## src/rtl/hdx_pkg.sv

```systemverilog
package hdx_pkg;
  typedef enum logic [1:0] {
    WID_1 = 2'd0,
    WID_2 = 2'd1,
    WID_4 = 2'd2,
    WID_8 = 2'd3
  } width_e;

  typedef enum logic [1:0] {
    PH_IDLE = 2'd0,
    PH_CMD  = 2'd1,
    PH_DATA = 2'd2
  } phase_e;

  localparam logic [3:0] OP_WRITE = 4'h0;
  localparam logic [3:0] OP_READ  = 4'h1;
endpackage

```

## src/rtl/hdx_fifo.sv

```systemverilog
module hdx_fifo #(
  parameter int W     = 8,
  parameter int DEPTH = 4,
  localparam int AW   = (DEPTH > 1) ? $clog2(DEPTH) : 1,
  localparam int CW   = $clog2(DEPTH + 1)
) (
  input  logic          clk,
  input  logic          rst_n,
  input  logic          push,
  input  logic [W-1:0]  push_data,
  input  logic          pop,
  output logic [W-1:0]  head,
  output logic [CW-1:0] level,
  output logic          full,
  output logic          empty
);
  logic [W-1:0]  mem [DEPTH];
  logic [AW-1:0] wr_ptr, rd_ptr;

  function automatic logic [AW-1:0] bump(input logic [AW-1:0] p);
    return (p == AW'(DEPTH - 1)) ? '0 : p + 1'b1;
  endfunction

  assign full  = (level == CW'(DEPTH));
  assign empty = (level == '0);
  assign head  = mem[rd_ptr];

  always_ff @(posedge clk or negedge rst_n) begin
    if (!rst_n) begin
      wr_ptr <= '0;
      rd_ptr <= '0;
      level  <= '0;
    end else begin
      if (push && !full) wr_ptr <= bump(wr_ptr);
      if (pop && !empty) rd_ptr <= bump(rd_ptr);
      case ({push && !full, pop && !empty})
        2'b10:   level <= level + 1'b1;
        2'b01:   level <= level - 1'b1;
        default: level <= level;
      endcase
    end
  end

  always_ff @(posedge clk) begin
    if (push && !full) mem[wr_ptr] <= push_data;
  end
endmodule

```

## src/rtl/hdx_width_dec.sv

```systemverilog
module hdx_width_dec
  import hdx_pkg::*;
(
  input  logic [7:0] word,
  output width_e     width,
  output logic [3:0] cmd_wide
);
  always_comb begin
    if (!(&word[7:4]))      width = WID_8;
    else if (!(&word[3:2])) width = WID_4;
    else if (!word[1])      width = WID_2;
    else                    width = WID_1;
  end

  assign cmd_wide = {word[0], word[3], word[5], word[6]};
endmodule

```

## src/rtl/hdx_engine.sv

```systemverilog
module hdx_engine
  import hdx_pkg::*;
#(
  parameter int DEPTH = 4,
  localparam int CW   = $clog2(DEPTH + 1)
) (
  input  logic          clk,
  input  logic          rst_n,
  input  logic          sel_n,
  input  logic          status_en,
  input  logic [7:0]    bus_i,
  output logic          bus0_o,
  output logic          bus0_oe,
  output logic          stat_o,
  output logic          stat_oe,
  output logic [1:0]    width_o,
  output logic [3:0]    cmd_o,
  output logic          rx_push,
  output logic [7:0]    rx_push_data,
  input  logic [CW-1:0] rx_level,
  input  logic          rx_pop,
  output logic          tx_pop,
  input  logic [7:0]    tx_head,
  input  logic [CW-1:0] tx_level
);
  phase_e     phase;
  logic [2:0] cnt;
  width_e     width_q;
  logic [3:0] cmd_q;
  logic       nak_q;
  logic [7:0] shreg;

  width_e     dec_width;
  logic [3:0] dec_cmd;

  hdx_width_dec u_dec (
    .word     (bus_i),
    .width    (dec_width),
    .cmd_wide (dec_cmd)
  );

  logic is_rd, is_wr, narrow, boundary, rx_space, tx_avail, next_ok;

  assign is_rd    = (cmd_q == OP_READ);
  assign is_wr    = (cmd_q == OP_WRITE);
  assign narrow   = (width_q == WID_1);
  assign boundary = !sel_n && (cnt == 3'd7) &&
                    ((phase == PH_CMD) || (phase == PH_DATA));
  assign rx_space = (int'(rx_level) + int'(rx_push) - int'(rx_pop)) < DEPTH;
  assign tx_avail = (tx_level != '0);
  assign next_ok  = narrow && ((is_wr && rx_space) || (is_rd && tx_avail));

  assign rx_push      = !sel_n && (phase == PH_DATA) && (cnt == 3'd7) &&
                        is_wr && !nak_q;
  assign rx_push_data = {shreg[6:0], bus_i[0]};
  assign tx_pop       = boundary && narrow && is_rd && tx_avail;

  always_ff @(posedge clk or negedge rst_n) begin
    if (!rst_n) begin
      phase   <= PH_IDLE;
      cnt     <= '0;
      width_q <= WID_1;
      cmd_q   <= '0;
      nak_q   <= 1'b1;
      shreg   <= '0;
    end else if (sel_n) begin
      phase <= PH_IDLE;
      cnt   <= '0;
    end else begin
      case (phase)
        PH_IDLE: begin
          width_q <= dec_width;
          cmd_q   <= (dec_width == WID_1) ? {bus_i[0], 3'b000} : dec_cmd;
          phase   <= PH_CMD;
          cnt     <= 3'd1;
        end
        PH_CMD: begin
          cnt <= cnt + 1'b1;
          if (narrow) begin
            case (cnt)
              3'd3:    cmd_q[2] <= bus_i[0];
              3'd5:    cmd_q[1] <= bus_i[0];
              3'd6:    cmd_q[0] <= bus_i[0];
              default: ;
            endcase
          end
          if (cnt == 3'd7) begin
            phase <= PH_DATA;
            nak_q <= !next_ok;
            if (tx_pop) shreg <= tx_head;
          end
        end
        PH_DATA: begin
          cnt   <= cnt + 1'b1;
          shreg <= {shreg[6:0], is_wr ? bus_i[0] : 1'b0};
          if (cnt == 3'd7) begin
            nak_q <= !next_ok;
            if (tx_pop) shreg <= tx_head;
          end
        end
        default: phase <= PH_IDLE;
      endcase
    end
  end

  assign bus0_oe = sel_n ? status_en : ((phase == PH_DATA) && is_rd);
  assign bus0_o  = sel_n ? (rx_level == CW'(DEPTH)) : shreg[7];
  assign stat_oe = sel_n ? status_en : 1'b1;
  assign stat_o  = (!sel_n && phase == PH_DATA) ? nak_q : (tx_level == '0);
  assign width_o = width_q;
  assign cmd_o   = cmd_q;
endmodule

```

## src/rtl/hdx_slave.sv

```systemverilog
module hdx_slave #(
  parameter int DEPTH = 4
) (
  input  logic       clk,
  input  logic       rst_n,
  input  logic       sel_n,
  input  logic       status_en,
  input  logic [7:0] bus_i,
  output logic       bus0_o,
  output logic       bus0_oe,
  output logic       stat_o,
  output logic       stat_oe,
  output logic [1:0] width_o,
  output logic [3:0] cmd_o,
  output logic       rx_valid,
  input  logic       rx_ready,
  output logic [7:0] rx_data,
  input  logic       tx_valid,
  output logic       tx_ready,
  input  logic [7:0] tx_data
);
  localparam int CW = $clog2(DEPTH + 1);

  logic          rx_push, rx_pop, rx_full, rx_empty;
  logic [7:0]    rx_push_data;
  logic [CW-1:0] rx_level;
  logic          tx_pop, tx_full, tx_empty;
  logic [7:0]    tx_head;
  logic [CW-1:0] tx_level;

  assign rx_valid = !rx_empty;
  assign rx_pop   = rx_valid && rx_ready;
  assign tx_ready = !tx_full;

  hdx_fifo #(.W(8), .DEPTH(DEPTH)) u_rx (
    .clk, .rst_n,
    .push      (rx_push),
    .push_data (rx_push_data),
    .pop       (rx_pop),
    .head      (rx_data),
    .level     (rx_level),
    .full      (rx_full),
    .empty     (rx_empty)
  );

  hdx_fifo #(.W(8), .DEPTH(DEPTH)) u_tx (
    .clk, .rst_n,
    .push      (tx_valid && tx_ready),
    .push_data (tx_data),
    .pop       (tx_pop),
    .head      (tx_head),
    .level     (tx_level),
    .full      (tx_full),
    .empty     (tx_empty)
  );

  hdx_engine #(.DEPTH(DEPTH)) u_eng (
    .clk, .rst_n, .sel_n, .status_en, .bus_i,
    .bus0_o, .bus0_oe, .stat_o, .stat_oe, .width_o, .cmd_o,
    .rx_push, .rx_push_data, .rx_level, .rx_pop,
    .tx_pop, .tx_head, .tx_level
  );
endmodule

```

## config.mk

```make
export PLATFORM = sky130hd
export DESIGN_NAME = hdx_slave
export DESIGN_NICKNAME = d
export VERILOG_FILES = /design/src/rtl/hdx_pkg.sv /design/src/rtl/hdx_fifo.sv /design/src/rtl/hdx_width_dec.sv /design/src/rtl/hdx_engine.sv /design/src/rtl/hdx_slave.sv
export SDC_FILE = /design/constraint.sdc
export NUM_CORES = 1
export LEC_CHECK = 0
export CAP_MARGIN = 10
export CORE_MARGIN = 2
export CORE_UTILIZATION = 57
export CTS_CLUSTER_SIZE = 10
export DETAILED_ROUTE_END_ITERATION = 8
export PLACE_DENSITY_LB_ADDON = 0.25
export SYNTH_ARGS = -nofsm -noshare
export SYNTH_HDL_FRONTEND = slang
export SYNTH_SLANG_ARGS = --single-unit
export TNS_END_PERCENT = 30
```

## constraint.sdc

```tcl
create_clock -name clk -period 3 [get_ports clk]
set_clock_uncertainty 0.15 [all_clocks]
set_input_delay 0.6 -clock clk [delete_from_list [all_inputs] [get_ports clk]]
set_output_delay 0.6 -clock clk [all_outputs]
set_load 0.02 [all_outputs]
```

## After elaboration in Yosys (flattened, before gate mapping)

Memories as Yosys holds them, arrays and structs flattened.
Cells that the tools add are included.

- Flip-flop bits (word level): 34
- Output and inout bits: 20
- Logic and storage cells: 139
- Input bits: 22
- Memories kept: 2
- RAM bits: 64

- Add/subtract/negate cells: 11
- Bitwise logic cells: 1
- Reduce and logical (&&, ||, !) cells: 50
- Mux-type cells: 34
- Magnitude comparators: 1
- Equality and inequality tests: 25

Memories:

| memory | words | bits a word | read ports | clocked after Yosys merged registers in | write ports | line | source |
|---|---|---|---|---|---|---|---|
| u_rx.mem | 4 | 8 | 1 | 0 | 1 | hdx_fifo.sv:17 | `logic [W-1:0] mem [DEPTH];` |
| u_tx.mem | 4 | 8 | 1 | 0 | 1 | hdx_fifo.sv:17 |  |

Operator list:

| kind | number |
|---|---|
| $lt 32x4->1 const B | 1 |
| $mux 8 | 4 |
| $sub 32x2->32 | 1 |
| $pmux 3 s2 | 4 |
| $reduce_and 4->1 | 5 |
| $logic_and 1x1->1 | 19 |
| $mux 2 | 8 |
| $pmux 8 s2 | 1 |
| $eq 3x3->1 const B | 5 |
| $eq 2x2->1 const B | 7 |
| $mux 1 | 13 |
| $ne 2x2->1 const B | 6 |
| $add 3x1->3 const B | 3 |
| $mux 3 | 3 |
| $add 2x1->2 const B | 4 |
| $reduce_bool 2->1 | 4 |
| $logic_not 1->1 | 7 |
| $eq 2x1->1 const B | 3 |
| $logic_not 2->1 | 3 |
| $logic_not 3->1 | 2 |
| $pmux 2 s3 | 1 |
| $reduce_and 2->1 | 3 |
| $reduce_bool 3->1 | 2 |
| $sub 3x1->3 const B | 2 |
| other kinds (10) | 11 |

## Longest topological paths before layout

- Word-level depth: 12
- Gate-level depth with buffers: 12

## By module

From an unflattened synthesis, not the netlist that was laid out.

- Cells, all modules: 342
- Area, all modules: 4802.1 µm²

Modules (own cells, without submodules):

| module | times used | sequential area each (µm²) | cells each | area each (µm²) |
|---|---|---|---|---|
| hdx_fifo at u_rx | 1 | 1136.1 | 83 | 1611.5 |
| hdx_fifo at u_tx | 1 | 1136.1 | 84 | 1610.3 |
| hdx_engine | 1 | 501.7 | 163 | 1500.2 |
| hdx_width_dec | 1 | 0.0 | 8 | 60.1 |
| hdx_slave | 1 | 0.0 | 4 | 20.0 |

## Worst setup path after synthesis

Ideal clock, no wire load.

- Path type: register to register
- From: register u_eng.phase[1]
- To: register u_tx.level[2]
- Setup slack: 0.209 ns
- Clock period less this slack: 2.791 ns
- Stages on the path, launching flop included: 12
- Arrival time: 2.561 ns
- Data required time: 2.771 ns
- Cells stage by stage: dfrtp_1 inv_1 ha_1 nand3b_1 or2_2 nor3_1 ha_1 inv_1 fa_1 xor2_1 nor2_1 xor2_1

- Cells in the longest elaborated chain, start to end: 9

Ends and longest elaborated chain:

| what | line | source |
|---|---|---|
| from (decl) | hdx_engine.sv:26 | `phase_e phase;` |
| from (signal assigned) | hdx_engine.sv:60 | `phase <= PH_IDLE;` |
| from (signal assigned) | hdx_engine.sv:67 | `phase <= PH_IDLE;` |
| from (signal assigned) | hdx_engine.sv:74 | `phase <= PH_CMD;` |
| $eq 2x1->1 or $eq 2x2->1 (tied branches) | hdx_engine.sv:48 | `((phase == PH_CMD) \|\| (phase == PH_DATA));` |
| $logic_or 1x1->1 * | hdx_engine.sv:48 |  |
| $logic_and 1x1->1 * | hdx_engine.sv:47 | `assign boundary = !sel_n && (cnt == 3'd7) &&` |
| $logic_and 1x1->1 * (3 in series) | hdx_engine.sv:56 | `assign tx_pop = boundary && narrow && is_rd && tx_avail;` |
| $logic_and 1x1->1 * | hdx_fifo.sv:36 | `case ({push && !full, pop && !empty})` |
| $eq 2x1->1 or $eq 2x2->1 (tied branches) | hdx_fifo.sv:36 |  |
| $pmux 3 s2 or $reduce_bool 2->1 (tied branches) | -- |  |
| to (signal assigned) | hdx_fifo.sv:37 | `2'b10: level <= level + 1'b1;` |
| to (signal assigned) | hdx_fifo.sv:38 | `2'b01: level <= level - 1'b1;` |
| to (signal assigned) | hdx_fifo.sv:39 | `default: level <= level;` |
| to (decl) | hdx_fifo.sv:13 | `output logic [CW-1:0] level,` |

Every way passes the cells marked *; elsewhere a longest branch is shown, timed or not.
A chain may end at the register's enable or synchronous reset.

## Worst setup path in the final report

- From: register u_eng.cmd_q[3], in the netlist u_eng.cmd_o[3]
- To: output port bus0_oe

- Cells in the longest elaborated chain, start to end: 3

Ends and longest elaborated chain:

| what | line | source |
|---|---|---|
| from (decl) | hdx_engine.sv:29 | `logic [3:0] cmd_q;` |
| from (signal assigned) | hdx_engine.sv:73 | `cmd_q <= (dec_width == WID_1) ? {bus_i[0], 3'b000} : dec_cmd;` |
| $eq 4x1->1 | hdx_engine.sv:44 | `assign is_rd = (cmd_q == OP_READ);` |
| $logic_and 1x1->1 | hdx_engine.sv:106 | `assign bus0_oe = sel_n ? status_en : ((phase == PH_DATA) && is_rd);` |
| $mux 1 | hdx_engine.sv:106 |  |
| to (decl) | hdx_slave.sv:10 | `output logic bus0_oe,` |

Every way passes these cells.

==> flow_summary.json <==
{
  "drive_above_1_share_pct": 19.2,
  "hp-class": "reg -> reg",
  "slew-limit-headroom_pct": 70.2,
  "numPortBuffers": 41,
  "grt_pass1_wl_mm": 12.8,
  "gp_congestion": 0.769,
  "cts_max_level": 3,
  "ant_nets": 0,
  "dpl_cell_area_um2": 5120,
  "fin_area_um2": 5330,
  "power_density_nw_per_um2": 688,
  "clkTransAtPathRegs_ns": 0.09,
  "combPwrFrac_pct": 28.9,
  "synth_seq_cells": 98,
  "first_global_vias": 2687,
  "vias": 2561,
  "syn_area_um2": 4490,
  "worstSetupEndpointType": "output pin",
  "hold_buffers": 0,
  "status": "finished, final reports clean",
  "required_ns": 2.25,
  "fill_cells": 538,
  "cts_root_buffer": "clkbuf_8",
  "nets": 408,
  "area_growth_pct": 18.7,
  "multi_input_area_um2": 1620,
  "ys.flop_type": "edfxtp_1",
  "setup_viol": 0,
  "hold_viol_final": 0,
  "syn_inst": 298,
  "fmax_mhz": 342,
  "gr-usage-all-layers_pct": 19.5,
  "postSynthAreaPerCell_um2": 15.1,
  "swShare_pct": 30.5,
  "startpoint_type": "flop",
  "crit_fanout": 4,
  "post_cts_resize_count": 0,
  "route.detailed.drc": 0,
  "finalSetupTns_ns": 0,
  "finalMaxSlewViolations": 0,
  "die_h_um": 92.7,
  "ys_seq_area_share_pct": 61.8,
  "antenna_cells": 0,
  "die-area_um2": 8600,
  "cts_buffers": 9,
  "initial_core_util_pct": 58.3,
  "seq_power_share_pct": 48.6,
  "vias_per_cell": 5.48,
  "p_int_uw": 2550,
  "drtIter0Drc": 145,
  "cts_setup_buffers": 0,
  "first_pass_iters": 4,
  "arrival_ns": 2.18,
  "grt_max_degree": 35,
  "cts_sinks": 98,
  "rows": 32,
  "fin_crit_ns": 2.93,
  "cts_tree": "built",
  "max-cap-violations": 0,
  "clockBufferDepth": 2,
  "dpl.hpwl_mm": 5.43,
  "die_w_um": 92.7,
  "path_class": "reg -> out",
  "power.leakage_uw": 0.00210,
  "grt_remaining_overflow": 0,
  "synth_cell_type_count": 46,
  "async_reset_ff_share_pct": 34.7,
  "core_area_um2": 7690,
  "peakVddDrop_v": 0.000390,
  "yosysWarnings": 0,
  "num_io_pins": 42,
  "synth_edf_count": 64,
  "clock_power_share_pct": 22.6,
  "worst_pin_slew_ns": 0.447,
  "p_switching_uw": 1120,
  "insertion_delay_ns": 0.35,
  "wl_per_cell_um": 16.1,
  "seq_area_um2": 2770,
  "syn-num-nets": 346,
  "antenna_found_initial": 0,
  "rsz0062_at_grt": "no",
  "finalCritPeriodShare_pct": 97.5,
  "wirelength_mm": 7.54
}
-- kinds of logic (layout without fill, tap and decap cells) --
kind of cell,Yosys count,after routing,synth area share [%]
adders and majority gates,26,26,7.59
buffers and inverters,28,95,2.34
DFF,98,98,61.8
and+or+nand+nor,67,67,8.40
AOI/OAI and AO/OA,36,36,5.49
muxes,35,35,12.8
xor gates and xnor gates,8,8,1.56
-- power by group through the flow --
| stage | clock [uW] | sequential, uW | combinational [uW] |
|---|---|---|---|
| 2_1_floorplan | 0 | 1780 | 677 |
| 6_report | 827 | 1780 | 1060 |
| 3_5_place_dp | 0 | 1810 | 1070 |
| 3_3_place_gp | 0 | 1790 | 1040 |
| 5_1_grt | 895 | 1800 | 1170 |
| 4_1_cts | 846 | 1780 | 1070 |
-- critical path, stage by stage, from the launching register on --
cell,delay [ns]
dfrtp_1,0.43
or4b_4,0.58
o21ai_0,0.19
clkdlybuf4s50_1,0.63
-- layout by cell type (no fill, tap or decap), types with 3 or more instances in the layout --
cell type	n
a22oi_1	3
o21ai_0	11
mux4_2	16
nand3_1	3
mux2i_1	4
a21o_1	3
clkdlybuf4s50_1	40
o31ai_1	4
buf_4	16
ha_1	24
a21oi_1	5
nor3_1	7
inv_1	21
edfxtp_1	64
and3_1	8
nor2_1	11
mux2_2	12
xnor2_1	3
xor2_1	5
dfrtp_1	33
nand2_1	14
clkbuf_8	9
nand2b_1	7
-- path summary, 6_finish.rpt --
path | start | end | slack [ns] | cells after the start
worst max register to register | u_eng.cmd_o[1] | u_eng.nak_q | 0.16 | 9
worst max-delay path | u_eng.cmd_o[3] | bus0_oe | 0.07 | 3
worst min register to register | u_tx.level[2] | u_tx.level[2] | 0.36 | 1
worst min-delay path | u_tx.level[2] | u_tx.level[2] | 0.36 | 1
min in group asynchronous | rst_n | u_rx.level[2] | 0.49 | 2
max in group asynchronous | rst_n | u_eng.nak_q | 1.87 | 2
-- layout make-up --
cell class | count | area share [%]
multi-input cells | 172 | 30.3
well taps | 102 | 2.40
clock inverters | 6 | 1.22
flip-flops and latches | 98 | 52.1
clock buffers | 10 | 2.40
repair buffers | 57 | 10.0
inverters | 22 | 1.55
-- stage by stage --
step | instances | hold WS (ns) | utilization [%] | worst slack (ns) | total power (uW)
after floorplan | 298 | 0.154 | - | 0.209 | 2460
final | 467 | 0.364 | 69.3 | 0.0737 | 3670
after detailed placement | 451 | 0.335 | 66.6 | -0.0958 | 2870
after global routing | 467 | 0.384 | 69.3 | 0.00477 | 3870
after CTS | 467 | 0.347 | 69.1 | 0.0487 | 3690
after global placement | 451 | 0.328 | 66.6 | -0.0524 | 2830
-- layer usage --
layer	track usage (%)	routed length (um)	up-vias
li1	-	-	1240
met1	25.7	3400	1275
met2	33.6	3840	39
met3	2.69	194	7
met4	6.74	104	0
met5	0	0	-
-- sequential cells by signal, summed over array words and instances (netlist names), 3 cells and up --
signal       count
u_rx.level       3
u_tx.mem        32
u_eng.cnt        3
u_eng.shreg      8
u_eng.cmd_o      4
u_tx.level       3
u_rx.mem        32
-- synthesized netlist by cell type (2+ instances only) --
cell       n  share of area [%]
buf_1      3               0.25
nand3_1    3               0.33
or3_1      2               0.28
fa_1       2               0.89
nand2b_1   7               0.98
edfxtp_1  64                 43
a22oi_1    3               0.50
a31oi_1    2               0.28
a21o_1     3               0.50
a21boi_0   2               0.33
mux2_1     2               0.50
nand2_1   14                1.2
o21ai_1    2               0.22
nor2b_1    2               0.28
nor3_1     9                1.0
o21ai_0   11                1.2
clkbuf_1   3               0.25
and3_1     8                1.1
mux2i_1    4               0.89
ha_1      24                6.7
dfrtp_1   33                 18
or2_2      2               0.28
inv_1     21                1.8
mux2_2    12                3.0
nor2_1    11               0.92
a21oi_1    5               0.56
xor2_1     5               0.98
o31ai_1    4               0.67
mux4_2    16                8.0
xnor2_1    3               0.59
Power figures use the tool's default switching activity.
